**config.mk**
```make
export PLATFORM = sky130hd
export DESIGN_NAME = tdnn_equalizer
export DESIGN_NICKNAME = d
export VERILOG_FILES = /design/src/rtl/tdnn_pkg.sv /design/src/rtl/tdnn_delay_line.sv /design/src/rtl/tdnn_hidden_neuron.sv /design/src/rtl/tdnn_output_neuron.sv /design/src/rtl/tdnn_equalizer.sv
export SDC_FILE = /design/constraint.sdc
export NUM_CORES = 2
export LEC_CHECK = 0
export ABC_CLOCK_PERIOD_IN_PS = 16700
export BUFFER_PORTS_ARGS = -buffer_cell sky130_fd_sc_hd__buf_4
export CAP_MARGIN = 20
export CORE_AREA = 2 2 378 230
export CTS_BUF_LIST = sky130_fd_sc_hd__clkbuf_4 sky130_fd_sc_hd__clkbuf_8 sky130_fd_sc_hd__clkbuf_16
export CTS_CLUSTER_SIZE = 30
export DETAILED_ROUTE_END_ITERATION = 8
export DIE_AREA = 0 0 380 232
export HOLD_SLACK_MARGIN = 0.06
export SLEW_MARGIN = 15
export SYNTH_ARGS = -nofsm -noshare
export SYNTH_HDL_FRONTEND = slang
export SYNTH_HIERARCHICAL = 1
export SYNTH_SLANG_ARGS = --single-unit
```
**constraint.sdc**
```tcl
create_clock -name clk_i -period 16.7 [get_ports clk_i]
set_clock_uncertainty 0.1 [all_clocks]
set_input_delay 3.34 -clock clk_i [delete_from_list [all_inputs] [get_ports clk_i]]
set_output_delay 3.34 -clock clk_i [all_outputs]
set_load 0.01 [all_outputs]
```
**src/rtl/tdnn_pkg.sv**
```systemverilog
package tdnn_pkg;
  localparam int unsigned TAPS_DEF  = 10;
  localparam int unsigned IN_W_DEF  = 11;
  localparam int unsigned IN_F_DEF  = 7;
  localparam int unsigned CW_DEF    = 16;
  localparam int unsigned CF_DEF    = 12;
  localparam int unsigned OUT_F_DEF = 7;

  // Sum of taps products plus bias, with one guard bit.
  function automatic int unsigned acc_width(int unsigned in_w, int unsigned cw, int unsigned taps);
    return in_w + cw + $clog2(taps) + 1;
  endfunction
endpackage

```
**src/rtl/tdnn_delay_line.sv**
```systemverilog
module tdnn_delay_line #(
  parameter int unsigned TAPS = 10,
  parameter int unsigned IN_W = 11
) (
  input  logic                       clk_i,
  input  logic                       rst_ni,
  input  logic                       adv_i,
  input  logic [IN_W-1:0]            sample_i,
  output logic [TAPS-1:0][IN_W-1:0]  win_o
);
  logic [TAPS-2:0][IN_W-1:0] dly_q;

  always_ff @(posedge clk_i or negedge rst_ni) begin
    if (!rst_ni) begin
      dly_q <= '0;
    end else if (adv_i) begin
      dly_q[0] <= sample_i;
      for (int i = 1; i < int'(TAPS) - 1; i++) dly_q[i] <= dly_q[i-1];
    end
  end

  assign win_o[0] = sample_i;
  for (genvar g = 1; g < TAPS; g++) begin : g_tap
    assign win_o[g] = dly_q[g-1];
  end
endmodule

```
**src/rtl/tdnn_hidden_neuron.sv**
```systemverilog
module tdnn_hidden_neuron #(
  parameter int unsigned TAPS  = 10,
  parameter int unsigned IN_W  = 11,
  parameter int unsigned IN_F  = 7,
  parameter int unsigned CW    = 16,
  parameter int unsigned ACC_W = 32,
  parameter logic [TAPS-1:0][CW-1:0] W = '0,
  parameter int B = 0
) (
  input  logic                       clk_i,
  input  logic                       rst_ni,
  input  logic                       vld_i,
  input  logic [TAPS-1:0][IN_W-1:0]  win_i,
  output logic                       vld_o,
  output logic signed [ACC_W-1:0]    hid_o
);
  localparam int unsigned PW = IN_W + CW;
  // Bias has CF fractional bits; products have IN_F+CF.
  localparam logic signed [ACC_W-1:0] B_AL = ACC_W'(longint'(B) * (longint'(1) << IN_F));

  logic signed [PW-1:0]    prod [TAPS];
  logic signed [ACC_W-1:0] acc;

  for (genvar g = 0; g < TAPS; g++) begin : g_mul
    assign prod[g] = PW'($signed(win_i[g])) * PW'($signed(W[g]));
  end

  always_comb begin
    acc = B_AL;
    for (int i = 0; i < int'(TAPS); i++) acc = acc + ACC_W'(prod[i]);
  end

  always_ff @(posedge clk_i or negedge rst_ni) begin
    if (!rst_ni) begin
      vld_o <= 1'b0;
      hid_o <= '0;
    end else begin
      vld_o <= vld_i;
      if (vld_i) hid_o <= acc;
    end
  end
endmodule

```
**src/rtl/tdnn_output_neuron.sv**
```systemverilog
module tdnn_output_neuron #(
  parameter int unsigned ACC_W = 32,
  parameter int unsigned CW    = 16,
  parameter int unsigned IN_F  = 7,
  parameter int unsigned CF    = 12,
  parameter int unsigned OUT_F = 7,
  parameter int W = 0,
  parameter int B = 0
) (
  input  logic                     clk_i,
  input  logic                     rst_ni,
  input  logic                     vld_i,
  input  logic signed [ACC_W-1:0]  hid_i,
  output logic                     vld_o,
  output logic [OUT_F:0]           est_o
);
  localparam int unsigned PW    = ACC_W + CW + 1;
  localparam int unsigned FRAC  = IN_F + 2 * CF;
  localparam int unsigned SHIFT = FRAC - OUT_F;
  localparam logic signed [PW-1:0] B_AL = PW'(longint'(B) * (longint'(1) << (IN_F + CF)));
  localparam logic signed [PW-1:0] W_S  = PW'(longint'(W));
  localparam logic signed [PW-1:0] ONE  = PW'(longint'(1) << OUT_F);

  logic signed [PW-1:0] full;
  logic signed [PW-1:0] flr;
  logic [OUT_F:0]       est_d;

  assign full = PW'(hid_i) * W_S + B_AL;
  assign flr  = full >>> SHIFT;  // floor before clamp

  always_comb begin
    if (flr < 0)        est_d = '0;
    else if (flr > ONE) est_d = ONE[OUT_F:0];
    else                est_d = flr[OUT_F:0];
  end

  always_ff @(posedge clk_i or negedge rst_ni) begin
    if (!rst_ni) begin
      vld_o <= 1'b0;
      est_o <= '0;
    end else begin
      vld_o <= vld_i;
      if (vld_i) est_o <= est_d;
    end
  end
endmodule

```
**src/rtl/tdnn_equalizer.sv**
```systemverilog
module tdnn_equalizer #(
  parameter int unsigned TAPS  = tdnn_pkg::TAPS_DEF,
  parameter int unsigned IN_W  = tdnn_pkg::IN_W_DEF,
  parameter int unsigned IN_F  = tdnn_pkg::IN_F_DEF,
  parameter int unsigned CW    = tdnn_pkg::CW_DEF,
  parameter int unsigned CF    = tdnn_pkg::CF_DEF,
  parameter int unsigned OUT_F = tdnn_pkg::OUT_F_DEF,
  parameter logic [TAPS-1:0][CW-1:0] HID_W = {
    -16'sd120, 16'sd190, 16'sd230, 16'sd270, 16'sd310,
    16'sd350, 16'sd390, 16'sd430, 16'sd480, 16'sd520},
  parameter int HID_B  = -205,
  parameter int OUT_WT = 4506,
  parameter int OUT_B  = 82
) (
  input  logic            clk_i,
  input  logic            rst_ni,
  input  logic            sample_valid_i,
  input  logic [IN_W-1:0] sample_i,
  output logic            est_valid_o,
  output logic [OUT_F:0]  est_o
);
  localparam int unsigned ACC_W = tdnn_pkg::acc_width(IN_W, CW, TAPS);

  logic [TAPS-1:0][IN_W-1:0] win;
  logic                      hid_vld;
  logic signed [ACC_W-1:0]   hid;

  tdnn_delay_line #(.TAPS(TAPS), .IN_W(IN_W)) u_dly (
    .clk_i, .rst_ni, .adv_i(sample_valid_i), .sample_i, .win_o(win)
  );

  tdnn_hidden_neuron #(
    .TAPS(TAPS), .IN_W(IN_W), .IN_F(IN_F), .CW(CW), .ACC_W(ACC_W), .W(HID_W), .B(HID_B)
  ) u_hid (
    .clk_i, .rst_ni, .vld_i(sample_valid_i), .win_i(win), .vld_o(hid_vld), .hid_o(hid)
  );

  tdnn_output_neuron #(
    .ACC_W(ACC_W), .CW(CW), .IN_F(IN_F), .CF(CF), .OUT_F(OUT_F), .W(OUT_WT), .B(OUT_B)
  ) u_out (
    .clk_i, .rst_ni, .vld_i(hid_vld), .hid_i(hid), .vld_o(est_valid_o), .est_o
  );
endmodule

```
==> results.yml <==
status:
  status: "finished clean"
worst_hold_path:
  hp-start: "u_hid/vld_o"
  worstHoldPathType: "flop to flop"
  hold_path_depth: 0
  whs_endpoint: "u_out/vld_o"
setup_path:
  startpoint: "u_dly/win_o[90]"
  start_kind: "flop"
  required_ns: 16.93
  end_kind: "flop"
  reg2reg_to: "u_hid/hid_o[25]"
  cp_common_cell: "fa_1"
  cp_slowest_cell: "fa_1"
  worst_r2r_path_depth: 29
  rrSetupSlack_ns: 7.45
  worstPathArrival_ns: 9.48
  critical_path_class: "flop to flop"
  crit_buf_inv: 5
  r2r_start: "u_dly/win_o[90]"
  path_max_fanout: 8
  worst_path_largest_cell_delay_ns: 0.60
  crit_family: "adder cells"
clock_tree:
  cts.sinks: 140
  clk_latency_ns: 0.47
  root_buffer: "clkbuf_16"
  clk_pin_slew_ns: 0.07
  cts_buffer_depth: 2
  cts_hold_buf: 0
  tritoncts: "yes"
  cts_setup_buffers: 0
  cts_buffers: 17
  postCtsResizedCells: 0
  h-tree-depth: 4
placed_design:
  numPortBuffers: 22
  dp_hpwl_um: 72300
  dp.cells: 4647
  placed_area_sq_um: 34900
  place.gp.congestion: 0.918
timing:
  final-setup-viol-count: 0
  fin_tns_setup_ns: 0
  tightest_slew_ns: 0.934
  hold_viol: 0
  slew_headroom: 0.371
  rsz0062_at_grt: "no"
  finalMaxSlewViolations: 0
  min_period_ns: 9.25
  fmax_mhz: 108
  min_period_over_period: 0.554
yosys:
  synthArstFlopShare: 1.00
  yosysWarnings: 6
  synth.area.top_cells: "fa_1, ha_1, dfrtp_1"
  syn-cell-area_sq_um: 33700
  synth_most_common_cell: "inv_1"
  ys_seq_area_frac: 0.104
  netlist_top_cells_count: "inv_1, ha_1, fa_1"
  yosys.area.top_type: "fa_1"
  synth.net_count: 4622
  yosys.area.top_type_share: 0.287
  ys_ff_latch: 140
  syn_area_per_cell_sq_um: 9.51
  netlist-cell-type-count: 113
  synth_ff_type: "dfrtp_1"
  synth_edf_count: 0
  synth_cells: 3538
global_routing:
  grt_pass1_vias: 23058
  overflow: 0
  grt_max_degree: 82
  grt_pass1_wl_um: 135000
  grt_antenna_before_repair: 0
  grtUsageTotal: 0.196
die:
  num_rows: 83
  core_sq_um: 84700
  ios: 23
  die_h_um: 232
  die_w_um: 380
  start_util: 0.397
  dieArea_sq_um: 88200
run:
  max-cap-violations: 0
final_layout:
  layout.nets: 4603
  design_area_sq_um: 35500
  layout.cells.non_filler: 4679
  n_antenna_cell: 0
  drive_gt1_frac: 0.0671
  area_growth_pct: 5.42
route:
  first_iter_violations: 1744
  drt-total-wl_um: 84200
  dr_total_vias: 23619
  firstDrtPassIters: 5
  drcViolationCount: 0
  drtAntennaViolNets: 0
  viasPerCell: 5.05
  wl_per_cell_um: 18.0
flip-flops by register name, indices dropped and copies added, names as in the netlist:
name         count
u_out/vld_o      1
u_hid/vld_o      1
u_hid/hid_o     31
u_out/est_o      8
u_dly/win_o     99
area by class of cell:
class / count / area [sq um]
fill: 8357 / 49300
multi-input combinational: 2402 / 26300
inverter: 934 / 3510
sequential: 140 / 3500
tap: 1147 / 1440
clock buffer: 17 / 425
timing repair buffer: 24 / 188
clock inverter: 15 / 130
worst max-delay path by stage:
stage                            endpoint  cells after the start
after floorplan           u_hid/hid_o[22]                     22
final                     u_hid/hid_o[25]                     29
after detailed placement  u_hid/hid_o[30]                     22
after global routing      u_hid/hid_o[30]                     27
after CTS                 u_hid/hid_o[30]                     27
after global placement    u_hid/hid_o[26]                     22
through the flow:
| step | hold WS [ns] | setup WS (ns) | utilization |
|---|---|---|---|
| floorplan | 0.271 | 7.92 | - |
| global placement | 0.345 | 7.51 | 0.412 |
| detailed placement | 0.347 | 7.44 | 0.412 |
| CTS | 0.363 | 7.45 | 0.419 |
| global route | 0.386 | 6.84 | 0.419 |
| finish | 0.373 | 7.45 | 0.419 |
layout by cell type (no fill, tap or decap), types with 8 or more instances in the layout:
cell type | netlist | routed
a211oi_1 | 15 | 15
o21ai_1 | 19 | 19
mux2i_1 | 12 | 12
a21o_1 | 46 | 46
xor2_1 | 76 | 76
o21ai_0 | 78 | 78
nor4_1 | 12 | 12
xnor2_1 | 122 | 122
or3_1 | 10 | 10
clkbuf_16 | 0 | 17
nand3_1 | 34 | 34
o21bai_1 | 22 | 22
nand2b_1 | 24 | 24
mux2_4 | 11 | 11
nor2b_1 | 21 | 21
a21oi_2 | 10 | 10
or2_2 | 9 | 9
nor2_1 | 130 | 130
and2_1 | 9 | 9
o21a_1 | 24 | 24
a211o_1 | 8 | 8
fa_1 | 483 | 483
and3_1 | 13 | 13
buf_4 | 12 | 22
inv_1 | 932 | 932
a31oi_1 | 12 | 12
nand4_1 | 32 | 32
mux2_2 | 108 | 108
dfrtp_1 | 140 | 140
nor3_1 | 35 | 35
ha_1 | 587 | 587
a21oi_1 | 146 | 146
nand2_1 | 120 | 120
routing by layer:
metal  vias to the layer above  GRT usage  share of wire
li1                      11346          -              -
met1                     11625      0.327           0.55
met2                       611      0.246           0.36
met3                        35     0.0512          0.079
met4                         2     0.0284         0.0090
met5                         -    0.00926         0.0013
kinds of logic after synthesis:
kind of cell / count (synthesis) / share of synthesized area
buf+inv: 996 / 0.115
mux: 131 / 0.0446
simple gates: 486 / 0.0722
compound gates: 516 / 0.107
xor+xnor: 198 / 0.0515
fa+ha+maj: 1070 / 0.506
other cells: 1 / 0.000111
flops: 140 / 0.104
Power is not shown: default switching activity piles up to over one toggle a cycle in this logic, so the estimate is an artifact.
